## src/rtl/gsr_pkg.sv

```systemverilog
package gsr_pkg;
  localparam int IDX_W     = 8;
  localparam int DLY_W     = 8;
  localparam int NUM_LISTS = 4;
  localparam int MAX_STEPS = 3;
  localparam int SEL_W     = $clog2(NUM_LISTS);
  localparam int STEP_W    = $clog2(MAX_STEPS + 1);

  typedef struct packed {
    logic [IDX_W-1:0] line;
    logic             level;
    logic [DLY_W-1:0] delay_ms;
  } gsr_op_t;

  typedef enum logic [1:0] {
    ST_IDLE = 2'd0,
    ST_EXEC = 2'd1,
    ST_WAIT = 2'd2
  } gsr_state_t;

  function automatic gsr_op_t mk_op(input int ln, input bit lv, input int dl);
    gsr_op_t o;
    o.line     = IDX_W'(ln);
    o.level    = lv;
    o.delay_ms = DLY_W'(dl);
    return o;
  endfunction
endpackage

```

## src/rtl/gsr_rom.sv

```systemverilog
module gsr_rom
  import gsr_pkg::*;
(
  input  logic [SEL_W-1:0]  sel,
  input  logic [STEP_W-1:0] step,
  output gsr_op_t           op,
  output logic [STEP_W-1:0] len
);
  always_comb begin
    op  = mk_op(0, 1'b0, 0);
    len = '0;
    case (sel)
      SEL_W'(0): begin
        len = STEP_W'(2);
        case (step)
          STEP_W'(0): op = mk_op(0, 1'b1, 0);
          STEP_W'(1): op = mk_op(1, 1'b1, 2);
          default:    op = mk_op(0, 1'b0, 0);
        endcase
      end
      SEL_W'(1): begin
        len = STEP_W'(2);
        case (step)
          STEP_W'(0): op = mk_op(1, 1'b0, 0);
          STEP_W'(1): op = mk_op(0, 1'b0, 3);
          default:    op = mk_op(0, 1'b0, 0);
        endcase
      end
      SEL_W'(2): len = '0;
      default: begin
        len = STEP_W'(3);
        case (step)
          STEP_W'(0): op = mk_op(15, 1'b1, 0);
          STEP_W'(1): op = mk_op(200, 1'b1, 1);
          STEP_W'(2): op = mk_op(15, 1'b0, 0);
          default:    op = mk_op(0, 1'b0, 0);
        endcase
      end
    endcase
  end
endmodule

```

## src/rtl/gsr_ms_timer.sv

```systemverilog
module gsr_ms_timer
  import gsr_pkg::*;
(
  input  logic             clk,
  input  logic             rst_n,
  input  logic             load,
  input  logic [DLY_W-1:0] load_val,
  input  logic             tick,
  output logic             expire
);
  logic [DLY_W-1:0] cnt_q;

  always_ff @(posedge clk) begin
    if (!rst_n)                      cnt_q <= '0;
    else if (load)                   cnt_q <= load_val;
    else if (tick && cnt_q != '0)    cnt_q <= cnt_q - DLY_W'(1);
  end

  assign expire = tick && !load && (cnt_q == DLY_W'(1));


  cnt_nowrap_chk: assert property (@(posedge clk) disable iff (!rst_n)
    (!load && cnt_q == '0) |=> (cnt_q == '0 || $past(load)));
endmodule

```

## src/rtl/gsr_line_bank.sv

```systemverilog
module gsr_line_bank
  import gsr_pkg::*;
#(
  parameter int              N_LINES   = 16,
  parameter logic [N_LINES-1:0] RESET_VAL = '0
) (
  input  logic               clk,
  input  logic               rst_n,
  input  logic               wr_en,
  input  logic [IDX_W-1:0]   wr_idx,
  input  logic               wr_level,
  output logic [N_LINES-1:0] lines
);
  for (genvar i = 0; i < N_LINES; i++) begin : g_line
    always_ff @(posedge clk) begin
      if (!rst_n)                                lines[i] <= RESET_VAL[i];
      else if (wr_en && wr_idx == IDX_W'(i))     lines[i] <= wr_level;
    end
  end


  one_line_per_edge_chk: assert property (@(posedge clk) disable iff (!rst_n)
    ##1 ($countones(lines ^ $past(lines)) <= 1));


  out_of_range_chk: assert property (@(posedge clk) disable iff (!rst_n)
    (wr_en && wr_idx >= IDX_W'(N_LINES)) |=> $stable(lines));
endmodule

```

## src/rtl/gpio_seq_runner.sv

```systemverilog
module gpio_seq_runner
  import gsr_pkg::*;
#(
  parameter int                 N_LINES   = 16,
  parameter logic [N_LINES-1:0] RESET_VAL = '0
) (
  input  logic               clk,
  input  logic               rst_n,
  input  logic               start_i,
  input  logic [SEL_W-1:0]   sel_i,
  input  logic               tick_i,
  output logic               busy_o,
  output logic               done_o,
  output logic [N_LINES-1:0] lines_o
);
  gsr_state_t        state_q;
  logic [SEL_W-1:0]  sel_q;
  logic [STEP_W-1:0] step_q;
  logic              done_q;
  gsr_op_t           op;
  logic [STEP_W-1:0] len;
  logic              at_end;
  logic              wr_en;
  logic              expire;

  gsr_rom u_rom (
    .sel  (sel_q),
    .step (step_q),
    .op   (op),
    .len  (len)
  );

  assign at_end = (step_q == len);
  assign wr_en  = (state_q == ST_EXEC) && !at_end;

  gsr_ms_timer u_timer (
    .clk      (clk),
    .rst_n    (rst_n),
    .load     (wr_en),
    .load_val (op.delay_ms),
    .tick     (tick_i),
    .expire   (expire)
  );

  gsr_line_bank #(
    .N_LINES   (N_LINES),
    .RESET_VAL (RESET_VAL)
  ) u_bank (
    .clk      (clk),
    .rst_n    (rst_n),
    .wr_en    (wr_en),
    .wr_idx   (op.line),
    .wr_level (op.level),
    .lines    (lines_o)
  );

  always_ff @(posedge clk) begin
    if (!rst_n) begin
      state_q <= ST_IDLE;
      sel_q   <= '0;
      step_q  <= '0;
      done_q  <= 1'b0;
    end else begin
      done_q <= 1'b0;
      case (state_q)
        ST_IDLE: if (start_i) begin
          sel_q   <= sel_i;
          step_q  <= '0;
          state_q <= ST_EXEC;
        end
        ST_EXEC: begin
          if (at_end) begin
            state_q <= ST_IDLE;
            done_q  <= 1'b1;
          end else if (op.delay_ms == '0) begin
            step_q <= step_q + STEP_W'(1);
          end else begin
            state_q <= ST_WAIT;
          end
        end
        ST_WAIT: if (expire) begin
          step_q  <= step_q + STEP_W'(1);
          state_q <= ST_EXEC;
        end
        default: state_q <= ST_IDLE;
      endcase
    end
  end

  assign busy_o = (state_q != ST_IDLE);
  assign done_o = done_q;


  done_not_busy_chk: assert property (@(posedge clk) disable iff (!rst_n)
    done_o |-> !busy_o);


  done_single_chk: assert property (@(posedge clk) disable iff (!rst_n)
    done_o |=> !done_o);


  idle_lines_stable_chk: assert property (@(posedge clk) disable iff (!rst_n)
    !busy_o |=> $stable(lines_o));


  busy_start_ignored_chk: assert property (@(posedge clk) disable iff (!rst_n)
    (busy_o && start_i) |=> $stable(sel_q));


  wait_hold_chk: assert property (@(posedge clk) disable iff (!rst_n)
    (state_q == ST_WAIT && !tick_i) |=> ($stable(step_q) && state_q == ST_WAIT));
endmodule

```

## config.mk

```make
export PLATFORM = sky130hd
export DESIGN_NAME = gpio_seq_runner
export DESIGN_NICKNAME = d
export VERILOG_FILES = /design/src/rtl/gsr_pkg.sv /design/src/rtl/gsr_rom.sv /design/src/rtl/gsr_ms_timer.sv /design/src/rtl/gsr_line_bank.sv /design/src/rtl/gpio_seq_runner.sv
export SDC_FILE = /design/constraint.sdc
export NUM_CORES = 1
export LEC_CHECK = 0
export BUFFER_PORTS_ARGS = -buffer_cell sky130_fd_sc_hd__buf_2
export CORE_MARGIN = 2
export CORE_UTILIZATION = 30
export DETAILED_ROUTE_END_ITERATION = 10
export PLACE_DENSITY = 0.55
export SETUP_SLACK_MARGIN = 0.15
export SLEW_MARGIN = 20
export SYNTH_ARGS = -nofsm -noshare
export SYNTH_HDL_FRONTEND = slang
export SYNTH_SLANG_ARGS = --single-unit
```

## constraint.sdc

```tcl
create_clock -name clk -period 3.8 [get_ports clk]
set_input_delay 0.19 -clock clk [delete_from_list [all_inputs] [get_ports clk]]
set_output_delay 0.19 -clock clk [all_outputs]
set_load 0.005 [all_outputs]
```

# == After elaboration in Yosys (flattened, before gate mapping) ==
# Index checks and enable logic that the tools add are counted.
# totals
register_bits,31
wordCells,105
# op_classes
addsub,2
eq_ne,28
n_mux,18
reduce_logical,36
# ops
cell,n
$pmux W17 S3,2
$eq A8 B4 Y1 const B,8
$pmux W10 S2,2
$eq A8 B3 Y1 const B,4
$logic_and A1 B1 Y1,20
$eq A8 B1 Y1 const B,2
$eq A8 B2 Y1 const B,2
$logic_not A8 Y1,2
$mux W2,8
$mux W8,2
$pmux W2 S3,2
$reduce_bool A8 Y1,1
$sub A8 B1 Y8 const B,1
$eq A2 B1 Y1 const B,3
$eq A2 B2 Y1 const B,3
$logic_not A2 Y1,3
$ne A2 B2 Y1 const B,3
$reduce_and A5 Y1,1
$pmux W2 S2,1
$reduce_and A2 Y1,2
$reduce_bool A2 Y1,2
$ne A3 B3 Y1 const B,1
$reduce_and A3 Y1,1
$reduce_bool A3 Y1,1
other kinds (6),7

# == Longest topological paths before layout ==
# Gate-level depths: netlist (run 1).
# logic_depth
word_depth,11
depth_mapped,7

# == Modules after synthesis ==
# From an unflattened synthesis (run 1), not the netlist that was laid out.
# hier_totals
cells_unflattened,216
hier_area_um2,1885.6
# modules_own_cells
mod,n_inst,cells_per_inst,area_each_um2,seq_area_each_um2
gsr_line_bank,1,67,723.2,320.3
gsr_ms_timer,1,70,545.5,160.2
gpio_seq_runner,1,54,466.7,140.1
gsr_rom,1,25,150.1,0.0

# == Worst setup path after synthesis (run 1) ==
# OpenSTA, ideal clock, no wires.
# synth_path
kind,reg2reg
from,register step_q[1]
to,register u_bank.lines[8]
arrival_time_ps,1730
slack_ps,1955
path_stages_with_launch,6
n_path_buf,0
period_less_slack_ps,1845
path_cell_list,dfxtp_1 inv_1 ha_1 or3_1 or4b_1 and3_1
# synth_via
elab_chain_len,5
elab_cells_between_ends,12
classes_between,eq/ne (4); mux (4); reduce/logical (4)
# synth_rtl
item,line_no,source
start: declaration,gpio_seq_runner.sv:18,logic [STEP_W-1:0] step_q;
start signal: assignment,gpio_seq_runner.sv:76,step_q <= step_q + STEP_W'(1);
start signal: assignment,gpio_seq_runner.sv:82,step_q <= step_q + STEP_W'(1);
"$eq A2 B2 Y1, or another cell as far along",gsr_rom.sv:32,case (step)
"$pmux W17 S3, or another cell as far along",gsr_rom.sv:32,
$pmux W17 S3,gsr_rom.sv:12,case (sel)
$eq A8 B4 Y1,gsr_line_bank.sv:17,else if (wr_en && wr_idx == IDX_W'(i)) lines[i] <= wr_level;
$logic_and A1 B1 Y1,gsr_line_bank.sv:17,
end signal: indexed assignment,gsr_line_bank.sv:16,if (!rst_n) lines[i] <= RESET_VAL[i];
end signal: indexed assignment,gsr_line_bank.sv:17,
end: declaration,gsr_line_bank.sv:12,output logic [N_LINES-1:0] lines
# Several ways; a longest one is shown, not always the timed one.
# A chain may end at the register's enable or synchronous reset.

# == Final worst setup path (run 1) ==
# Ends and elaborated chain as after synthesis.

==> results of run 1 <==
[state kept, by name, indices dropped and copies added, names as in the netlist]
register / count
u_bank.lines: 8
u_timer.cnt_q: 8
state_q: 2
sel_q: 2
done_o: 1
step_q: 2
[worst min path at each step]
stage,endpoint,slack [ps],cells after the start
finish,sel_q[0],200,3
global route,sel_q[1],220,3
CTS,sel_q[0],190,3
detailed placement,u_bank.lines[7],440,1
global placement,u_bank.lines[14],440,1
floorplan,sel_q[0],350,2
[report_power, final]
group	internal (mW)	switching, mW	total, mW
registers	0.296	0.0643	0.360
logic	0.220	0.265	0.485
clock network	0.0731	0.0791	0.152
[per-layer routing]
| metal | vias up | wire (microns) | global-route usage |
|---|---|---|---|
| li1 | 525 | - | - |
| met1 | 444 | 1178 | 0.1280 |
| met2 | 17 | 1039 | 0.1667 |
| met3 | 0 | 96 | 0.03235 |
| met4 | 0 | 0 | 0.01048 |
| met5 | - | 0 | 0 |
[layout make-up]
cell class / instances / area [sq um] / area share
multi-input combinational: 114 / 810.8 / 0.5409
tap: 52 / 65.06 / 0.04341
clock inverter: 1 / 5.005 / 0.003339
clock buffer: 3 / 41.29 / 0.02755
inverter: 11 / 41.29 / 0.02755
sequential: 23 / 460.4 / 0.3072
timing repair buffer: 15 / 75.07 / 0.05008
[per-stage QoR]
| step | power (mW) | utilization | instance area (sq um) |
|---|---|---|---|
| 2_1_floorplan | 0.7702 | - | 1400 |
| 3_3_place_gp | 0.8563 | 0.3313 | 1453 |
| 3_5_place_dp | 0.8549 | 0.3313 | 1453 |
| 4_1_cts | 1.014 | 0.3419 | 1499 |
| 5_1_grt | 1.102 | 0.3419 | 1499 |
| 6_report | 0.9967 | 0.3419 | 1499 |
[cell usage after synthesis (2+ instances only)]
| cell | n | area, sq um |
|---|---|---|
| dfxtp_1 | 23 | 460.4 |
| nor2_1 | 13 | 48.80 |
| nand2_1 | 12 | 45.04 |
| ha_1 | 11 | 137.6 |
| inv_1 | 11 | 41.29 |
| nand3_1 | 10 | 50.05 |
| buf_4 | 9 | 67.56 |
| mux2i_1 | 7 | 70.07 |
| nor2b_1 | 6 | 37.54 |
| and2_1 | 5 | 31.28 |
| xor2_1 | 5 | 43.79 |
| nor3_1 | 4 | 20.02 |
| a21oi_1 | 3 | 15.01 |
| o21ai_0 | 3 | 15.01 |
| a21boi_0 | 2 | 15.01 |
| and3_1 | 2 | 12.51 |
| nand4_1 | 2 | 12.51 |
| o211a_1 | 2 | 20.02 |
| or3_1 | 2 | 12.51 |
| xnor2_1 | 2 | 17.52 |
[critical path, delay by kind of cell, from the launching register on]
| kind | cells | cell delay (ps) |
|---|---|---|
| buffers and inverters | 1 | 110 |
| DFF | 1 | 440 |
| adders and majority gates | 1 | 240 |
| and+or+nand+nor | 3 | 1060 |
[logic make-up (layout without fill, tap and decap cells)]
group | count (synthesis) | in the layout | share of synthesized area
buf+inv | 23 | 30 | 0.09380
other cells | 1 | 8 | 0.002730
fa+ha+maj | 11 | 11 | 0.1002
compound gates | 15 | 15 | 0.09289
xor+xnor | 7 | 7 | 0.04463
mux | 8 | 8 | 0.05920
flops | 23 | 23 | 0.3352
simple gates | 65 | 65 | 0.2714
==> results.sh, run 1 <==
export IMPL_hold_viol=0
export IMPL_post_place_ws_ps=1834
export IMPL_layout_common_cells="dfxtp_1 (23), buf_2 (15), nor2_1 (13), nand2_1 (12)"
export IMPL_place_inst=215
export IMPL_antenna_found_initial=0
export IMPL_hold_slack_ps=196.0
export IMPL_finalCriticalPeriod_ps=1954
export IMPL_cts_setup_buffers=0
export IMPL_cp_slowest_cell="or4b_1"
export IMPL_grt_max_degree=22
export IMPL_synth_warnings=0
export IMPL_timing_rr_start="step_q[1]"
export IMPL_port_buffer_count=15
export IMPL_startpoint_type="flop"
export IMPL_syn_area_per_cell_sq_um=8.979
export IMPL_tritoncts_num_buffers=3
export IMPL_ctsHoldBuffers=0
export IMPL_hp_class="input port to flop"
export IMPL_ios=24
export IMPL_std_cell_rows=24
export IMPL_vias=986
export IMPL_antenna_cells=0
export IMPL_end_kind="flop"
export IMPL_cts_sinks=23
export IMPL_die_height_microns=71.67
export IMPL_setup_viol_count_final=0
export IMPL_grt_usage=0.09898
export IMPL_fin_nets=185
export IMPL_status="completed"
export IMPL_maxCapViolCount=0
export IMPL_syn_inst=153
export IMPL_wl_per_cell_microns=10.57
export IMPL_setup_worst_path_end="u_bank.lines[8]"
export IMPL_ant_nets=0
export IMPL_max_freq_mhz=511.8
export IMPL_clkTransAtPathRegs_ps=90
export IMPL_grt_first_pass_wirelength_microns=4174
export IMPL_synth_edf_count=0
export IMPL_cp_data_required_time_ps=3970
export IMPL_ys_types=39
export IMPL_r2r_end="u_bank.lines[8]"
export IMPL_fillers=467
export IMPL_grt_overflow=0
export IMPL_initial_core_util=0.3134
export IMPL_fin_crit_sh=0.5142
export IMPL_layout_commonest_cell="dfxtp_1"
export IMPL_reg2reg_depth=5
export IMPL_instances_no_fill=219
export IMPL_cp_max_fo=7
export IMPL_slew_viol_final=0
export IMPL_drc=0
export IMPL_skew_ps=6.313
export IMPL_ys_seq_area_frac=0.3352
export IMPL_hold_start="sel_i[0]"
export IMPL_async_flop_share=0
export IMPL_critical_path_startpoint="step_q[1]"
export IMPL_htreeDepth=1
export IMPL_p_per_area_mw_per_mm2=664.9
export IMPL_drive_gt1_frac=0.1557
export IMPL_fp_dieW_microns=71.67
export IMPL_area_growth_pct=9.108
export IMPL_setup_tns_ps=0
export IMPL_reg2reg_slack_ps=1850
export IMPL_coreArea_sq_mm=0.004384
export IMPL_ctsRootBufferMaster="clkbuf_8"
export IMPL_arrival_ps=2120
export IMPL_path_cells="inv_1 > ha_1 > or3_1 > or4b_1 > and3_1"
export IMPL_avgViaCountPerCell=4.502
export IMPL_tritoncts="built"
export IMPL_clkLatencyLatePin_ps=260
export IMPL_netlist_area_sq_mm=0.001374
export IMPL_die_area_sq_mm=0.005137
export IMPL_vdd_drop_max_mv=0.2423
export IMPL_dp_hpwl_microns=1778
export IMPL_setup_slack_ps=1846
export IMPL_rsz0062_at_grt="no"
export IMPL_synth_flop_cell="dfxtp_1"
export IMPL_slowest_delay_ps=490
export IMPL_synth_seq_cells=23
export IMPL_dr_pass1_iters=4
export IMPL_drt_initial_drc_count=21
export IMPL_place_congestion=0.8088
export IMPL_crit_type="flop to flop"
export IMPL_grt_pass1_vias=964
export IMPL_cts_max_path_buffers=2
export IMPL_p_leak_nw=0.6728
export IMPL_finalWirelength_microns=2314
export IMPL_cts_resized=0
Power figures use the tool's default switching activity.
==> run 2, diff against run 1 <==
==> constraint.sdc (replaced) <==
create_clock -name clk -period 1.8 [get_ports clk]
set_input_delay 0.09 -clock clk [delete_from_list [all_inputs] [get_ports clk]]
set_output_delay 0.09 -clock clk [all_outputs]
set_load 0.005 [all_outputs]
==> results.sh, run 2 (synthesis gave the netlist of run 1 again) <==
export IMPL_status="completed"
export IMPL_total_power_mw=2.438
export IMPL_drive_gt1_frac=0.3315
export IMPL_timing_rr_start="step_q[1]"
export IMPL_grt_usage=0.1087
export IMPL_cp_max_fo=7
export IMPL_ctsRootBufferMaster="clkbuf_8"
export IMPL_drt_initial_drc_count=20
export IMPL_grt_first_pass_wirelength_microns=4491
export IMPL_crit_type="flop to flop"
export IMPL_ctsHoldBuffers=0
export IMPL_antenna_cells=0
export IMPL_fin_nets=199
export IMPL_cts_sinks=23
export IMPL_dp_hpwl_microns=1895
export IMPL_avgViaCountPerCell=4.472
export IMPL_cts_max_path_buffers=2
export IMPL_clkLatencyLatePin_ps=270
export IMPL_vdd_drop_max_mv=0.6903
export IMPL_rsz0062_at_grt="yes"
export IMPL_setup_viol_count_final=0
export IMPL_p_per_area_mw_per_mm2=1431
export IMPL_hold_viol=0
export IMPL_reg_top3="u_bank.lines: 8 flops, u_timer.cnt_q: 8 flops"
export IMPL_initial_core_util=0.3134
export IMPL_layout_common_cells="dfxtp_1 (17), buf_2 (15), nor2_1 (12), nand2_1 (11), buf_4 (11)"
export IMPL_ant_nets=0
export IMPL_max_freq_mhz=587.7
export IMPL_slew_viol_final=0
export IMPL_finalCriticalPeriod_ps=1702
export IMPL_tritoncts="built"
export IMPL_layout_commonest_cell="dfxtp_1"
export IMPL_hold_start="sel_i[1]"
export IMPL_fp_dieW_microns=71.67
export IMPL_critical_path_startpoint="step_q[1]"
export IMPL_htreeDepth=1
export IMPL_setup_tns_ps=0
export IMPL_cp_data_required_time_ps=1970
export IMPL_wl_per_cell_microns=11.60
export IMPL_startpoint_type="flop"
export IMPL_maxCapViolCount=0
export IMPL_ios=24
export IMPL_tritoncts_num_buffers=3
export IMPL_end_kind="flop"
export IMPL_place_congestion=0.7353
export IMPL_port_buffer_count=15
export IMPL_std_cell_rows=24
export IMPL_coreArea_sq_mm=0.004384
export IMPL_grt_overflow=0
export IMPL_grt_pass1_vias=1023
export IMPL_clkTransAtPathRegs_ps=90
export IMPL_arrival_ps=1870
export IMPL_fin_crit_sh=0.9453
export IMPL_hp_class="input port to flop"
export IMPL_vias=1042
export IMPL_die_area_sq_mm=0.005137
export IMPL_dr_pass1_iters=4
export IMPL_grt_max_degree=22
export IMPL_area_growth_pct=24.04
export IMPL_die_height_microns=71.67
export IMPL_p_leak_nw=0.7576
export IMPL_antenna_found_initial=0
export IMPL_skew_ps=3.283
export IMPL_drc=0
export IMPL_finalWirelength_microns=2703
export IMPL_fillers=446
run 2: power breakdown:
group          internal, mW  leakage [nW]  switching (mW)
Clock                 0.155        0.0255           0.177
Sequential            0.633         0.191           0.135
Combinational         0.673         0.541           0.665
run 2: routing by layer:
metal,up-vias,track usage,part of all wire
met5,-,0,0
met3,2,0.02954,0.026
li1,557,-,-
met1,469,0.1325,0.48
met4,0,0.01887,0.0063
met2,14,0.1934,0.49
run 2: metrics by stage:
step	setup WS, ps	area (sq um)	hold WS [ps]	cells	util
after detailed placement	44.43	1530	363.6	222	0.3490
after floorplan	140.5	1425	246.0	160	-
after global routing	17.32	1704	89.54	233	0.3887
after CTS	57.24	1603	64.17	228	0.3656
after global placement	64.86	1530	366.6	222	0.3490
final	98.39	1704	86.73	233	0.3887
run 2: path summary, 6_finish.rpt:
path	slack [ps]	cells after the start	to
hold / removal	90	3	sel_q[1]
setup reg to reg	100	5	u_bank.lines[8]
hold reg to reg	460	1	u_bank.lines[14]
setup / recovery	100	5	u_bank.lines[8]
run 2: cell type report:
cell class / count / area, sq um / area share
Clock buffer: 3 / 41.29 / 0.02423
Clock inverter: 1 / 5.005 / 0.002937
Inverter: 11 / 43.79 / 0.02570
Multi-Input combinational cell: 114 / 882.1 / 0.5176
Sequential cell: 23 / 475.5 / 0.2790
Tap cell: 52 / 65.06 / 0.03818
Timing Repair Buffer: 29 / 191.4 / 0.1123
run 2: timing repair:
action	CTS	global route
pin swaps	4	4
gates resized for setup	4	18
endpoints found under the setup margin	4	11
buffers inserted	2	5
run 2: worst max-delay path: stages (launching register included):
cell and delay, ps:
dfxtp_4 400, inv_4 50, ha_4 160, or3_4 360
or4b_1 490, and3_1 150
